**src/rtl/urx_pkg.sv**
```systemverilog
package urx_pkg;
    localparam int DATA_W = 8;

    typedef enum logic [2:0] {
        S_IDLE, S_START, S_DATA, S_PAR, S_STOP, S_BRK, S_WAIT
    } rx_state_e;

    typedef struct packed {
        logic              oe;
        logic              pe;
        logic              fe;
        logic [DATA_W-1:0] data;
    } rx_entry_t;
endpackage

```
**src/rtl/urx_sampler.sv**
```systemverilog
module urx_sampler
    import urx_pkg::*;
#(
    parameter int OSR = 16
) (
    input  logic      clk,
    input  logic      rst_n,
    input  logic      enable,
    input  logic      tick,
    input  logic      rxd,
    input  logic      cfg_data8,
    input  logic      cfg_par_en,
    input  logic      cfg_par_odd,
    input  logic      cfg_stop2,
    output logic      push,
    output rx_entry_t push_entry,
    output logic      brk_b,
    output logic      brk_e,
    output logic      line_idle
);
    localparam int CW  = $clog2(OSR);
    localparam int MID = OSR / 2;

    typedef struct packed {
        rx_state_e         st;
        logic [CW-1:0]     cnt;
        logic [2:0]        bitn;
        logic [DATA_W-1:0] sh;
        logic              par;
        logic              pe;
        logic              fe;
        logic              zero;
        logic [1:0]        sync;
        logic              push;
        logic              brk_b;
        logic              brk_e;
    } smp_t;

    smp_t q, d;
    logic rx, at_mid, at_bit, fe_now, zero_now;
    logic [2:0] last_bit;

    always_comb begin
        d          = q;
        d.push     = 1'b0;
        d.brk_b    = 1'b0;
        d.brk_e    = 1'b0;
        d.sync     = {q.sync[0], rxd};
        rx         = q.sync[1];
        at_mid     = tick && (q.cnt == CW'(MID - 1));
        at_bit     = tick && (q.cnt == CW'(OSR - 1));
        last_bit   = cfg_data8 ? 3'd7 : 3'd6;
        fe_now     = q.fe | ~rx;
        zero_now   = q.zero & ~rx;
        if (!enable) begin
            d.st  = S_IDLE;
            d.cnt = '0;
        end else begin
            unique case (q.st)
                S_IDLE: if (tick && !rx) begin
                    d.st  = S_START;
                    d.cnt = '0;
                end
                S_START: if (at_mid) begin
                    d.cnt  = '0;
                    d.bitn = '0;
                    d.sh   = '0;
                    d.par  = 1'b0;
                    d.pe   = 1'b0;
                    d.fe   = 1'b0;
                    d.zero = 1'b1;
                    d.st   = rx ? S_IDLE : S_DATA;
                end else if (tick) begin
                    d.cnt = q.cnt + 1'b1;
                end
                S_DATA: if (at_bit) begin
                    d.cnt         = '0;
                    d.sh[q.bitn]  = rx;
                    d.par         = q.par ^ rx;
                    d.zero        = zero_now;
                    if (q.bitn == last_bit) begin
                        d.bitn = '0;
                        d.st   = cfg_par_en ? S_PAR : S_STOP;
                    end else begin
                        d.bitn = q.bitn + 1'b1;
                    end
                end else if (tick) begin
                    d.cnt = q.cnt + 1'b1;
                end
                S_PAR: if (at_bit) begin
                    d.cnt = '0;
                    d.pe  = (q.par ^ rx) != cfg_par_odd;
                    d.st  = S_STOP;
                end else if (tick) begin
                    d.cnt = q.cnt + 1'b1;
                end
                S_STOP: if (at_bit) begin
                    d.cnt  = '0;
                    d.fe   = fe_now;
                    d.zero = zero_now;
                    if (cfg_stop2 && q.bitn == 3'd0) begin
                        d.bitn = 3'd1;
                    end else if (zero_now) begin
                        d.brk_b = 1'b1;
                        d.st    = S_BRK;
                    end else begin
                        d.push = 1'b1;
                        d.st   = rx ? S_IDLE : S_WAIT;
                    end
                end else if (tick) begin
                    d.cnt = q.cnt + 1'b1;
                end
                S_BRK: if (rx) begin
                    d.brk_e = 1'b1;
                    d.st    = S_IDLE;
                end
                S_WAIT: if (rx) d.st = S_IDLE;
                default: d.st = S_IDLE;
            endcase
        end
    end

    always_ff @(posedge clk or negedge rst_n) begin
        if (!rst_n) begin
            q      <= '0;
            q.st   <= S_IDLE;
            q.sync <= 2'b11;
        end else begin
            q <= d;
        end
    end

    assign push       = q.push;
    assign push_entry = '{oe: 1'b0, pe: q.pe, fe: q.fe, data: q.sh};
    assign brk_b      = q.brk_b;
    assign brk_e      = q.brk_e;
    assign line_idle  = (q.st == S_IDLE) && q.sync[1];

    assert_one_event_R7: assert property (@(posedge clk) disable iff (!rst_n)
        $onehot0({q.push, q.brk_b, q.brk_e}));
    assert_break_not_stored_R7: assert property (@(posedge clk) disable iff (!rst_n)
        q.brk_b |-> !q.push);
    assert_disabled_quiet_R11: assert property (@(posedge clk) disable iff (!rst_n)
        !enable |=> !q.push);
endmodule

```
**src/rtl/urx_fifo.sv**
```systemverilog
module urx_fifo
    import urx_pkg::*;
#(
    parameter int DEPTH = 12,
    parameter int WIN   = 4,
    parameter int LVL   = DEPTH / 3
) (
    input  logic                       clk,
    input  logic                       rst_n,
    input  logic                       push,
    input  rx_entry_t                  din,
    input  logic                       pop,
    output rx_entry_t                  head,
    output logic                       nonempty,
    output logic [$clog2(DEPTH+1)-1:0] fill,
    output logic                       level_hit,
    output logic                       err_hit
);
    localparam int PW = $clog2(DEPTH);
    localparam int CW = $clog2(DEPTH + 1);

    typedef struct packed {
        rx_entry_t [DEPTH-1:0] mem;
        logic [PW-1:0]         wr;
        logic [PW-1:0]         rd;
        logic [CW-1:0]         cnt;
    } fifo_t;

    fifo_t q, d;
    logic pop_ok, full, wr_ok, err;

    function automatic logic [PW-1:0] nxt(input logic [PW-1:0] p);
        return (p == PW'(DEPTH - 1)) ? '0 : p + 1'b1;
    endfunction

    function automatic logic [PW-1:0] prv(input logic [PW-1:0] p);
        return (p == '0) ? PW'(DEPTH - 1) : p - 1'b1;
    endfunction

    always_comb begin
        d      = q;
        full   = (q.cnt == CW'(DEPTH));
        pop_ok = pop && (q.cnt != '0);
        wr_ok  = push && (!full || pop_ok);
        if (pop_ok) d.rd = nxt(q.rd);
        if (wr_ok) begin
            d.mem[q.wr] = din;
            d.wr        = nxt(q.wr);
        end else if (push) begin
            d.mem[prv(q.wr)].oe = 1'b1;
        end
        d.cnt = q.cnt + CW'(wr_ok) - CW'(pop_ok);

        err = 1'b0;
        for (int i = 0; i < WIN; i++) begin
            int k;
            k = int'(q.rd) + i;
            if (k >= DEPTH) k = k - DEPTH;
            if (i < int'(q.cnt)) begin
                err = err | q.mem[PW'(k)].fe | q.mem[PW'(k)].pe | q.mem[PW'(k)].oe;
            end
        end
    end

    always_ff @(posedge clk or negedge rst_n) begin
        if (!rst_n) q <= '0;
        else        q <= d;
    end

    assign head      = q.mem[q.rd];
    assign nonempty  = (q.cnt != '0);
    assign fill      = q.cnt;
    assign level_hit = (q.cnt >= CW'(LVL));
    assign err_hit   = err;

    assert_no_overflow_R3: assert property (@(posedge clk) disable iff (!rst_n)
        q.cnt <= CW'(DEPTH));
    assert_full_drop_R4: assert property (@(posedge clk) disable iff (!rst_n)
        (push && q.cnt == CW'(DEPTH) && !pop) |=> q.cnt == CW'(DEPTH));
    assert_err_needs_entry_R5: assert property (@(posedge clk) disable iff (!rst_n)
        err_hit |-> nonempty);
endmodule

```
**src/rtl/urx_events.sv**
```systemverilog
module urx_events #(
    parameter int OSR         = 16,
    parameter int IDLE_FRAMES = 3,
    parameter int MAX_BITS    = 12
) (
    input  logic       clk,
    input  logic       rst_n,
    input  logic       tick,
    input  logic       brk_b,
    input  logic       brk_e,
    input  logic       line_idle,
    input  logic       q_nonempty,
    input  logic       cfg_data8,
    input  logic       cfg_par_en,
    input  logic       cfg_stop2,
    input  logic [2:0] clr,
    output logic [2:0] flags
);
    localparam int LIM_MAX = IDLE_FRAMES * OSR * MAX_BITS;
    localparam int TW      = $clog2(LIM_MAX + 1);

    typedef struct packed {
        logic [TW-1:0] cnt;
        logic [2:0]    st;
    } ev_t;

    ev_t q, d;
    logic [3:0]    bits;
    logic [TW-1:0] lim;
    logic [2:0]    set;
    logic          quiet;

    always_comb begin
        d     = q;
        bits  = 4'd2 + (cfg_data8 ? 4'd8 : 4'd7) + {3'd0, cfg_par_en} + {3'd0, cfg_stop2};
        lim   = TW'(IDLE_FRAMES * OSR) * TW'(bits);
        quiet = line_idle && q_nonempty;
        set   = {1'b0, brk_e, brk_b};
        if (!quiet) begin
            d.cnt = '0;
        end else if (tick && q.cnt < lim) begin
            d.cnt = q.cnt + 1'b1;
            if (q.cnt == lim - 1'b1) set[2] = 1'b1;
        end
        d.st = (q.st & ~clr) | set;
    end

    always_ff @(posedge clk or negedge rst_n) begin
        if (!rst_n) q <= '0;
        else        q <= d;
    end

    assign flags = q.st;

    assert_idle_clear_R10: assert property (@(posedge clk) disable iff (!rst_n)
        (clr[2] && !(quiet && tick)) |=> !q.st[2]);
    assert_brk_hold_R10: assert property (@(posedge clk) disable iff (!rst_n)
        (q.st[0] && !clr[0]) |=> q.st[0]);
    assert_idle_needs_data_R9: assert property (@(posedge clk) disable iff (!rst_n)
        $rose(q.st[2]) |-> $past(q_nonempty));
endmodule

```
**src/rtl/uart_rx_tagged.sv**
```systemverilog
module uart_rx_tagged
    import urx_pkg::*;
#(
    parameter int OSR   = 16,
    parameter int DEPTH = 12,
    parameter int WIN   = 4,
    localparam int CW   = $clog2(DEPTH + 1),
    localparam int EW   = $bits(rx_entry_t)
) (
    input  logic          clk,
    input  logic          rst_n,
    input  logic          rx_enable,
    input  logic          os_tick,
    input  logic          rxd,
    input  logic          cfg_data8,
    input  logic          cfg_par_en,
    input  logic          cfg_par_odd,
    input  logic          cfg_stop2,
    input  logic          rd_pop,
    output logic [EW-1:0] rd_data,
    output logic          rd_valid,
    output logic [CW-1:0] rd_fill,
    output logic          svc_req,
    output logic          err_irq,
    output logic          brk_begin_flag,
    output logic          brk_end_flag,
    output logic          idle_flag,
    input  logic [2:0]    flag_clr
);
    logic      push, brk_b, brk_e, line_idle;
    rx_entry_t push_entry, head;
    logic [2:0] flags;

    urx_sampler #(.OSR(OSR)) u_smp (
        .clk(clk), .rst_n(rst_n), .enable(rx_enable), .tick(os_tick), .rxd(rxd),
        .cfg_data8(cfg_data8), .cfg_par_en(cfg_par_en), .cfg_par_odd(cfg_par_odd),
        .cfg_stop2(cfg_stop2), .push(push), .push_entry(push_entry),
        .brk_b(brk_b), .brk_e(brk_e), .line_idle(line_idle)
    );

    urx_fifo #(.DEPTH(DEPTH), .WIN(WIN)) u_fifo (
        .clk(clk), .rst_n(rst_n), .push(push), .din(push_entry), .pop(rd_pop),
        .head(head), .nonempty(rd_valid), .fill(rd_fill),
        .level_hit(svc_req), .err_hit(err_irq)
    );

    urx_events #(.OSR(OSR)) u_ev (
        .clk(clk), .rst_n(rst_n), .tick(os_tick), .brk_b(brk_b), .brk_e(brk_e),
        .line_idle(line_idle), .q_nonempty(rd_valid), .cfg_data8(cfg_data8),
        .cfg_par_en(cfg_par_en), .cfg_stop2(cfg_stop2), .clr(flag_clr), .flags(flags)
    );

    assign rd_data        = head;
    assign brk_begin_flag = flags[0];
    assign brk_end_flag   = flags[1];
    assign idle_flag      = flags[2];

    assert_req_needs_data_R6: assert property (@(posedge clk) disable iff (!rst_n)
        svc_req |-> rd_valid);
    assert_seven_bit_msb_R2: assert property (@(posedge clk) disable iff (!rst_n)
        (push && !cfg_data8) |-> !push_entry.data[7]);
endmodule

```
**config.mk**
```make
export PLATFORM = sky130hd
export DESIGN_NAME = uart_rx_tagged
export DESIGN_NICKNAME = d
export VERILOG_FILES = /design/src/rtl/urx_pkg.sv /design/src/rtl/urx_sampler.sv /design/src/rtl/urx_fifo.sv /design/src/rtl/urx_events.sv /design/src/rtl/uart_rx_tagged.sv
export SDC_FILE = /design/constraint.sdc
export NUM_CORES = 1
export LEC_CHECK = 0
export ABC_AREA = 1
export BUFFER_PORTS_ARGS = -buffer_cell sky130_fd_sc_hd__buf_2
export CAP_MARGIN = 10
export CORE_MARGIN = 4
export CORE_UTILIZATION = 55
export DETAILED_ROUTE_END_ITERATION = 12
export GPL_TIMING_DRIVEN = 0
export PLACE_DENSITY = 0.77
export SYNTH_ARGS = -nofsm -noshare
export SYNTH_HDL_FRONTEND = slang
export SYNTH_SLANG_ARGS = --single-unit
```
**constraint.sdc**
```tcl
create_clock -name clk -period 2.65 [get_ports clk]
set_input_delay 0.53 -clock clk [delete_from_list [all_inputs] [get_ports clk]]
set_output_delay 0.53 -clock clk [all_outputs]
set_load 0.05 [all_outputs]
```
==> out/qor.txt, run 1 <==
Synthesized net count = 1341
Min Tclk post-route = 3240 ps
VDD IR max = 0.570 mV
WL final = 28.6 mm
CTS buffer count = 17
Period utilisation layout = 1.22
Setup TNS = -2370 ps
Cells after DPL = 1555
CP max FO = 4
Hold Buf Count CTS = 0
GRT Overall Usage = 0.280
Worst hold path class = input port to async pin
Initial cell density of the core = 0.563
Critical Path Start Type = flop
Clock Pin Slew Worst Setup and Hold Paths = 70 ps
P_leak = 5.62 nW
Multiplexer share of the synthesized area = 0.000984
P&R area growth vs syn = 18.4%
Antenna Cells = 0
Final setup fails = 12
Post-synthesis simple-gate area fraction = 0.227
Synth unique cells = 54
Share of layout cells above drive strength 1 = 0.192
Clock skew = 13.1 ps
Multi-input logic area = 5000 µm²
Dpl hpwl = 19.5 mm
Post-Synth Adder-Cell Area = 0.0452
Worst-Skew Late Latency = 440 ps
DR pass1 iterations = 5
Yosys warnings = 0
IO Pins = 34
Pin count of the biggest net entering global routing = 95
Layout Nets = 1421
Asr flop ratio synth = 1.00
Register area = 4610 µm²
Syn_area_per_cell = 7.87 µm²
Total congestion overflow = 0
Unrepaired setup endpoints after global routing = yes
Port bufs = 32
Synth Area in Compound Gates = 0.176
Residual DRC = 0
Die Ht = 144 µm
Worst slew pin tran = 717 ps
Placement Rows = 49
DRT iter0 DRCs = 1113
Status = complete, but fails checks
Seq cells post-synth = 184
Register area share after synthesis = 0.453
Clock sinks = 184
Routed WL per cell = 17.7 µm
WP data required = 2120 ps
PwrDens = 1040 nW/µm²
Die width = 144 µm
Rel. slew slack = 0.522
H-Tree Depth = 4
Final hold vios = 0
Fillers = 1469
Fmax = 309 MHz
First-pass GRT wire length = 45.3 mm
Die ar. = 20700 µm²
Number of synthesized flops with an enable pin = 0
DR vias/cell = 5.79
Via count = 9351
Layout Cells excl Fill = 1614
GP Congestion = 0.908
CTS tree = yes
Mapped Cells = 1293
Main combinational cell family by area after synthesis = simple AND/OR/NAND/NOR gates
Synth Cell Area = 10200 µm²
Failing checks = negative setup slack
CTS Root Cell = clkbuf_16
CTS Buffer Depth = 2
Max Cap Violations = 0
Fin worst setup slack = -588 ps
DRT antenna net count = 0
CP Class = flop to output port
Initial antenna violation count = 0
Critical path arrival = 2710 ps
Xor-xnor portion of the synthesized cell area = 0.0128
Slew Viols, Final = 0
Critical path capture point type = output port
Most common flop cell mapped by yosys = dfrtp_1
Number of global-route vias before repair = 8748
Core ar. = 18100 µm²
-- kinds of logic (layout without fill, tap and decap cells) --
group,count (synthesis),count (layout)
simple gates,547,547
compound gates,310,310
buf+inv,202,294
flops,184,184
fa+ha+maj,35,35
xor+xnor,14,14
mux,1,1
-- layout make-up --
type | instances | area share
Timing Repair Buffer | 62 | 0.0464
Clock inverter | 12 | 0.00966
Buffer | 73 | 0.0454
Multi-Input combinational cell | 907 | 0.415
Clock buffer | 19 | 0.0368
Sequential cell | 184 | 0.382
Tap cell | 229 | 0.0238
Inverter | 128 | 0.0407
-- layout by cell type (no fill, tap or decap), types with 19 or more instances in the layout --
cell type / synthesis / routed
o21ai_0: 174 / 159
buf_4: 12 / 35
o21ai_2: 17 / 26
ha_1: 32 / 27
inv_1: 114 / 109
nor2_1: 125 / 115
o21ai_1: 41 / 45
nand3_1: 61 / 50
clkbuf_1: 32 / 21
dfrtp_1: 182 / 181
o22ai_1: 27 / 24
nand2_1: 304 / 288
buf_2: 21 / 31
nor3_1: 19 / 19
-- registers in the layout, indices dropped and copies added (netlist names) --
register          cells
u_smp.q              13
u_smp.push_entry     10
u_smp.brk_b           1
u_fifo.q            140
u_smp.d               1
u_ev.q               10
u_smp.push            1
u_fifo.fill           4
u_smp.brk_e           1
u_ev.flags            3
-- worst max-delay path, stage by stage, from the launching register on --
cell,delay [ps]
dfrtp_2,420
buf_6,130
clkinv_4,50
buf_8,110
clkbuf_16,150
ha_4,160
nand2_4,60
nand3_2,80
nand2_2,100
inv_2,50
ha_4,150
nand2_4,70
nand3_2,90
nand2_2,90
buf_4,110
nand3_1,60
nand2_1,80
nand3_2,90
nand2_4,80
buf_8,140
-- synthesized netlist by cell type, types with 6 or more instances --
cell type / n / area (µm²)
inv_1: 114 / 428
buf_2: 21 / 105
clkbuf_1: 32 / 120
xor2_1: 6 / 52.6
nand3_2: 7 / 70.1
o21ai_2: 17 / 149
nor3_1: 19 / 95.1
inv_2: 12 / 45.0
dfrtp_1: 182 / 4550
o21ai_1: 41 / 205
o22ai_1: 27 / 169
buf_4: 12 / 90.1
xnor2_1: 7 / 61.3
a21oi_1: 12 / 60.1
o21ai_0: 174 / 871
nor2_1: 125 / 469
ha_1: 32 / 400
nand4_1: 13 / 81.3
nand3_1: 61 / 305
nand2_1: 304 / 1140
a31oi_1: 8 / 50.1
a22o_1: 11 / 96.3
-- report_power, final --
part	switching [W]	internal (W)	total [W]	leakage, nW
registers	0.000154	0.00296	0.00311	2.51
logic	0.00420	0.00273	0.00693	2.84
clock network	0.00113	0.00133	0.00246	0.271
-- per-layer routing --
metal	track usage	vias up	share of wire	routed length [µm]
li1	-	4417	-	-
met1	0.388	4432	0.42	11900
met2	0.445	436	0.46	13300
met3	0.0446	66	0.083	2360
met4	0.108	0	0.034	983
met5	0	-	0	0
-- stage by stage --
| stage | utilization | power, W | setup slack (ps) | area, µm² | hold slack [ps] |
|---|---|---|---|---|---|
| 2_1_floorplan | - | 0.00714 | 6.17 | 10200 | 234 |
| 3_3_place_gp | 0.590 | 0.00833 | -1950 | 10700 | 346 |
| 3_5_place_dp | 0.592 | 0.00841 | -495 | 10700 | 348 |
| 4_1_cts | 0.658 | 0.0121 | -498 | 11900 | 151 |
| 5_1_grt | 0.666 | 0.0132 | -711 | 12100 | 166 |
| 6_report | 0.666 | 0.0125 | -588 | 12100 | 118 |
-- path summary, 6_finish.rpt --
kind                                startpoint        endpoint  slack [ps]  depth (start not counted)
worst max-delay path               u_fifo.q[5]         err_irq        -590                         19
worst min-delay path                     rst_n   u_fifo.q[103]         120                          1
worst max register to register  u_fifo.fill[2]  u_fifo.fill[2]         280                         11
worst min register to register      u_smp.d[4]      u_smp.q[4]         360                          0
max in group asynchronous                rst_n      u_smp.q[4]        1610                          2
min in group clk                           rxd      u_smp.d[4]         190                          1
-- repair_timing --
item | 4_1_cts | 5_1_grt
buffers inserted | 23 | 5
setup endpoints to repair | 12 | 15
gates cloned | 2 | 0
endpoints found under the hold margin | 0 | 0
gates resized for setup | 128 | 42
pin swaps | 19 | 29
No activity file was read; power rests on OpenSTA's default activity.
==> run 2: changes to the inputs <==
BUFFER_PORTS_ARGS = default   (was -buffer_cell sky130_fd_sc_hd__buf_2)
CAP_MARGIN = 20   (was 10)
DONT_BUFFER_PORTS = 1   (was default)
PLACE_DENSITY = 0.75   (was 0.77)
==> out/qor.txt, run 2 (synthesis gave the netlist of run 1 again) <==
Antenna Cells = 0 (unchanged)
Flop2flop setup slack = 300 ps (+20 ps)
DR pass1 iterations = 7 (+2)
Min Tclk post-route = 3230 ps (-7.63 ps)
Top Registers = u_fifo.q (140), u_smp.q (13)
Residual DRC = 0 (unchanged)
Cell chain of the critical path = ha_4 -> nand2_4 -> xor2_2 -> inv_1 -> ha_2 -> inv_2 -> o21ai_4 -> inv_1 -> nand2_2 -> nand2_1 -> nand2_2 -> nor2_1 -> nor2_1 -> nand2_1 -> nor2_1 -> nor2_2 -> nand2_4
DRT iter0 DRCs = 1092 (-1.9%)
Placed cell area = 10500 µm² (-1.7%)
Share of layout cells above drive strength 1 = 0.195 (+0.00247)
Worst slew pin tran = 1020 ps (+300 ps)
VDD IR max = 0.473 mV (-17%)
P_leak = 5.54 nW (-1.4%)
Met3 GRT Util = 0.0744 (+0.0298)
Final hold vios = 182 (+182)
Critical path arrival = 2700 ps (about the same)
Crit. path cell count = 17 (-2)
Cells after DPL = 1522 (-2.1%)
GP Congestion = 0.931 (+2.5%)
Critical path capture point type = output port
Total congestion overflow = 0 (unchanged)
Max Cap Violations = 0 (unchanged)
Most common cell after layout, fill and taps aside = nand2_1
Worst path slowest cell = dfrtp_2
Fmax = 310 MHz (+0.24%)
CP max FO = 5 (+1)
Layout Cells excl Fill = 1581 (-2.0%)
Critical Path Start Type = flop
IO Pins = 34 (unchanged)
Rel. slew slack = 0.320 (-0.201)
Port bufs = 0 (-100%)
Fin worst setup slack = -580 ps (+7.63 ps)
Pin count of the biggest net entering global routing = 185 (+95%)
CP Class = flop to output port
Placement Rows = 49 (unchanged)
WL final = 29.6 mm (+3.7%)
Die ar. = 20700 µm² (unchanged)
Met1 Usage GRT = 0.374 (-0.0146)
Pre-CTS setup slack = -456 ps (+38.9 ps)
Clock Pin Slew Worst Setup and Hold Paths = 70 ps (about the same)
Number of global-route vias before repair = 8928 (+2.1%)
CTS buffer count = 17 (unchanged)
H-Tree Depth = 4 (unchanged)
Via count = 9332 (-0.20%)
Initial antenna violation count = 0 (unchanged)
Worst-Skew Late Latency = 440 ps (about the same)
Biggest register = u_fifo.q
Clock skew = 9.07 ps (-4.04 ps)
Unrepaired setup endpoints after global routing = yes
CP Buf/Inv Count = 3 (-4)
Slew Viols, Final = 0 (unchanged)
CTS Root Cell = clkbuf_16
Routed WL per cell = 18.7 µm (+5.8%)
Failing checks = negative hold slack, negative setup slack
Worst path most repeated cell = nor2_1
PwrDens = 1050 nW/µm² (+0.99%)
WP data required = 2120 ps (about the same)
Commonest cells after routing, fill and taps aside = nand2_1 (281), dfrtp_1 (180), o21ai_0 (155)
Dpl hpwl = 19.8 mm (+1.4%)
Initial cell density of the core = 0.563 (unchanged)
First-pass GRT wire length = 45.9 mm (+1.3%)
Clock sinks = 184 (unchanged)
Die width = 144 µm (unchanged)
GRT busiest layer = met2
Layout Nets = 1387 (-2.4%)
Crit path max-delay family = simple AND/OR/NAND/NOR gates
Status = complete, but fails checks
Period utilisation layout = 1.22 (-0.00288)
Die Ht = 144 µm (unchanged)
Final instance area = 12100 µm² (+0.56%)
Reg2Reg Depth = 11 (unchanged)
Final hold slack = -216 ps (-333 ps)
P&R area growth vs syn = 19.1%
DRT antenna net count = 0 (unchanged)
DR vias/cell = 5.90 (+1.9%)
Worst hold path class = input port to async pin
CTS Buffer Depth = 2 (unchanged)
GRT Overall Usage = 0.283 (+0.00340)
Slowest stage delay, CP = 490 ps (+70 ps)
Largest register FFs = 140 (unchanged)
CTS tree = yes
Core ar. = 18100 µm² (unchanged)
Final setup fails = 12 (unchanged)
Met2 Use GR = 0.447 (+0.00220)
-- run 2: cell types whose count changed in the layout (fill, tap and decap cells not counted), moves of 5 or more --
cell / before / now
buf_4: 35 / 28
nand2_1: 288 / 281
nand3_4: 0 / 8
nand3_2: 18 / 11
o22ai_1: 24 / 18
clkbuf_16: 18 / 23
nand2_2: 15 / 22
buf_2: 31 / 11
buf_8: 16 / 7
o22ai_2: 3 / 9
nor2_1: 115 / 102
o21ai_1: 45 / 52
nor2_4: 4 / 15
-- run 2: path summary, 6_finish.rpt --
path	startpoint	end
max in group asynchronous	rst_n	u_fifo.q[32]
worst max register to register	u_fifo.fill[2]	u_fifo.fill[1]
worst max-delay path	u_fifo.q[5]	err_irq
min in group clk	rxd	u_smp.d[4]
worst min register to register	u_smp.d[4]	u_smp.q[4]
worst min-delay path	rst_n	u_fifo.q[93]
-- run 2: repair_timing --
action / 4_1_cts / 5_1_grt
setup endpoints to repair: 12 / 14
pin swaps: 20 / 44
gates resized for setup: 99 / 99
hold endpoints to repair: 184 / 182
setup buffers: 16 / 8
cloned: 0 / 4
-- run 2: metal layers --
metal | up-vias | wire length (µm)
li1 | 4337 | -
met3 | 80 | 2770
met5 | - | 0
met4 | 0 | 994
met1 | 4482 | 11900
met2 | 433 | 13900
-- run 2: metrics by stage --
| step | total power, W | setup TNS, ps | hold WS, ps | utilization |
|---|---|---|---|---|
| after floorplan | 0.00714 | 0 | 234 | - |
| after global placement | 0.00812 | -1880 | 241 | 0.581 |
| after detailed placement | 0.00822 | -1710 | 241 | 0.582 |
| after CTS | 0.0117 | -650 | -224 | 0.643 |
| after global routing | 0.0133 | -3200 | -233 | 0.670 |
| final | 0.0127 | -2620 | -216 | 0.670 |
-- run 2: where the power goes --
part | total, W | internal, W | switching, W | leakage (nW)
registers | 0.00313 | 0.00296 | 0.000173 | 2.50
clock network | 0.00261 | 0.00148 | 0.00114 | 0.285
logic | 0.00695 | 0.00260 | 0.00435 | 2.75
-- run 2: area by class of cell --
type	count	area, µm²
flip-flops and latches	184	4610
repair buffers	28	310
inverters	128	490
fillers	1449	5970
plain buffers	73	569
clock buffers	20	467
clock inverters	12	139
multi-input cells	907	5250
well taps	229	287
==> run 3: changes to the inputs <==
SKIP_CTS_REPAIR_TIMING = 1   (was default)
==> out/qor.txt, run 3 (synthesis gave the netlist of run 1 again) <==
Min Tclk post-route = 3080 ps (-147 ps)
CTS tree = yes
Initial antenna violation count = 0 (unchanged)
Worst-Skew Late Latency = 450 ps (about the same)
Fin worst setup slack = -433 ps (+147 ps)
PwrDens = 1010 nW/µm² (-4.0%)
Number of global-route vias before repair = 8581 (-3.9%)
CTS buffer count = 17 (unchanged)
Rel. slew slack = 0.317 (-0.00305)
Biggest register = u_fifo.q
Routed WL per cell = 17.8 µm (-4.8%)
Via count = 9064 (-2.9%)
GRT Overall Usage = 0.274 (-0.00901)
Clock sinks = 184 (unchanged)
Commonest cells after routing, fill and taps aside = nand2_1 (297), dfrtp_1 (181), o21ai_0 (167)
Largest register FFs = 140 (unchanged)
GRT busiest layer = met2
Worst hold path class = input port to async pin
Initial cell density of the core = 0.563 (unchanged)
Slew Viols, Final = 0 (unchanged)
DR pass1 iterations = 5 (-2)
Met3 GRT Util = 0.0651 (-0.00926)
Dpl hpwl = 19.8 mm (unchanged)
Die Ht = 144 µm (unchanged)
Final hold vios = 182 (unchanged)
Die ar. = 20700 µm² (unchanged)
Top Registers = u_fifo.q (140), u_smp.q (13)
Total congestion overflow = 0 (unchanged)
Reg2Reg Depth = 11 (unchanged)
Final setup fails = 12 (unchanged)
Share of layout cells above drive strength 1 = 0.143 (-0.0517)
R2r endpoint = u_fifo.fill[1]
CP Class = flop to output port
Residual DRC = 0 (unchanged)
Antenna Cells = 0 (unchanged)
CTS Root Cell = clkbuf_16
DRT antenna net count = 0 (unchanged)
Critical path capture point type = output port
Placement Rows = 49 (unchanged)
Status = complete, but fails checks
Fmax = 324 MHz (+4.8%)
WP data required = 2120 ps (about the same)
H-Tree Depth = 4 (unchanged)
DR vias/cell = 5.79 (-1.9%)
P&R area growth vs syn = 13.1%
Clock skew = 15.9 ps (+6.79 ps)
CTS Buffer Depth = 2 (unchanged)
Flop2flop setup slack = 310 ps (about the same)
Final instance area = 11500 µm² (-5.0%)
Setup TNS = -1960 ps (+660 ps)
Total power = 0.0116 W (-8.8%)
Period utilisation layout = 1.16 (-0.0554)
Failing checks = negative hold slack, negative setup slack
Reg2reg start = u_fifo.fill[2]
Pin count of the biggest net entering global routing = 185 (unchanged)
Met1 Usage GRT = 0.375 (+0.000921)
Port bufs = 0 (unchanged)
DRT iter0 DRCs = 988 (-9.5%)
Max Cap Violations = 0 (unchanged)
Critical path arrival = 2550 ps (-150 ps)
Die width = 144 µm (unchanged)
Met2 Use GR = 0.432 (-0.0149)
Worst slew pin tran = 1020 ps (+4.56 ps)
WL final = 27.9 mm (-5.7%)
Unrepaired setup endpoints after global routing = yes
Critical Path Start Type = flop
Final hold slack = -212 ps (+3.66 ps)
P_leak = 5.32 nW (-4.1%)
IO Pins = 34 (unchanged)
CP max FO = 10 (+5)
Clock Pin Slew Worst Setup and Hold Paths = 70 ps (about the same)
Most common cell after layout, fill and taps aside = nand2_1
Layout Nets = 1372 (-1.1%)
VDD IR max = 0.413 mV (-13%)
First-pass GRT wire length = 44.4 mm (-3.1%)
GP Congestion = 0.931 (unchanged)
Placed cell area = 10500 µm² (unchanged)
Core ar. = 18100 µm² (unchanged)
[run 3: changes by cell type in the layout (fill, tap and decap cells not counted), moves of 9 or more]
cell     before  now
nor2_1      102  121
o21ai_0     155  167
o22ai_2       9    0
o22ai_1      18   27
nand2_2      22    7
nor2_4       15    2
nand2_1     281  297
[run 3: worst max-delay path by stage]
stage | from | to | slack, ps | cells past startpoint
finish | u_fifo.q[4] | err_irq | -430 | 16
global route | u_fifo.q[4] | err_irq | -580 | 18
CTS | u_fifo.q[4] | err_irq | -920 | 12
detailed placement | u_fifo.q[4] | err_irq | -460 | 12
global placement | u_fifo.q[4] | err_irq | -450 | 12
floorplan | u_fifo.q[4] | rd_data[9] | 6 | 6
[run 3: routing by layer]
metal,vias to the layer above,part of all wire
met4,0,0.030
met3,69,0.084
met5,-,0
met2,400,0.47
li1,4305,-
met1,4290,0.42
[run 3: power by group]
part           switching [W]  internal, W  leakage (nW)
combinational        0.00388      0.00196          2.53
clock                0.00114      0.00148         0.285
sequential          0.000157      0.00296          2.51
[run 3: cell type report]
| cell class | count | area, µm² |
|---|---|---|
| clock buffers | 20 | 467 |
| plain buffers | 73 | 483 |
| repair buffers | 13 | 97.6 |
| well taps | 229 | 287 |
| inverters | 128 | 490 |
| fillers | 1567 | 6580 |
| flip-flops and latches | 184 | 4610 |
| multi-input cells | 907 | 4940 |
| clock inverters | 12 | 139 |
[run 3: metrics by stage]
stage / hold WS (ps) / instances / utilization / setup WS, ps
3_3_place_gp: 241 / 1522 / 0.581 / -447
3_5_place_dp: 241 / 1522 / 0.582 / -456
2_1_floorplan: 234 / 1293 / - / 6.17
6_report: -212 / 1566 / 0.636 / -433
4_1_cts: -224 / 1554 / 0.616 / -920
5_1_grt: -233 / 1566 / 0.636 / -582
[run 3: worst max-delay path, cell delays in order (launching register included)]
cell	delay, ps
dfrtp_1	410
buf_6	150
buf_8	130
nand2_1	90
xor2_2	160
inv_1	60
ha_1	180
inv_1	60
o21ai_2	60
inv_1	60
nand2_1	70
o21ai_1	170
nand3_1	110
nand2_1	80
nor2_1	50
nor2_2	140
nand2_4	130
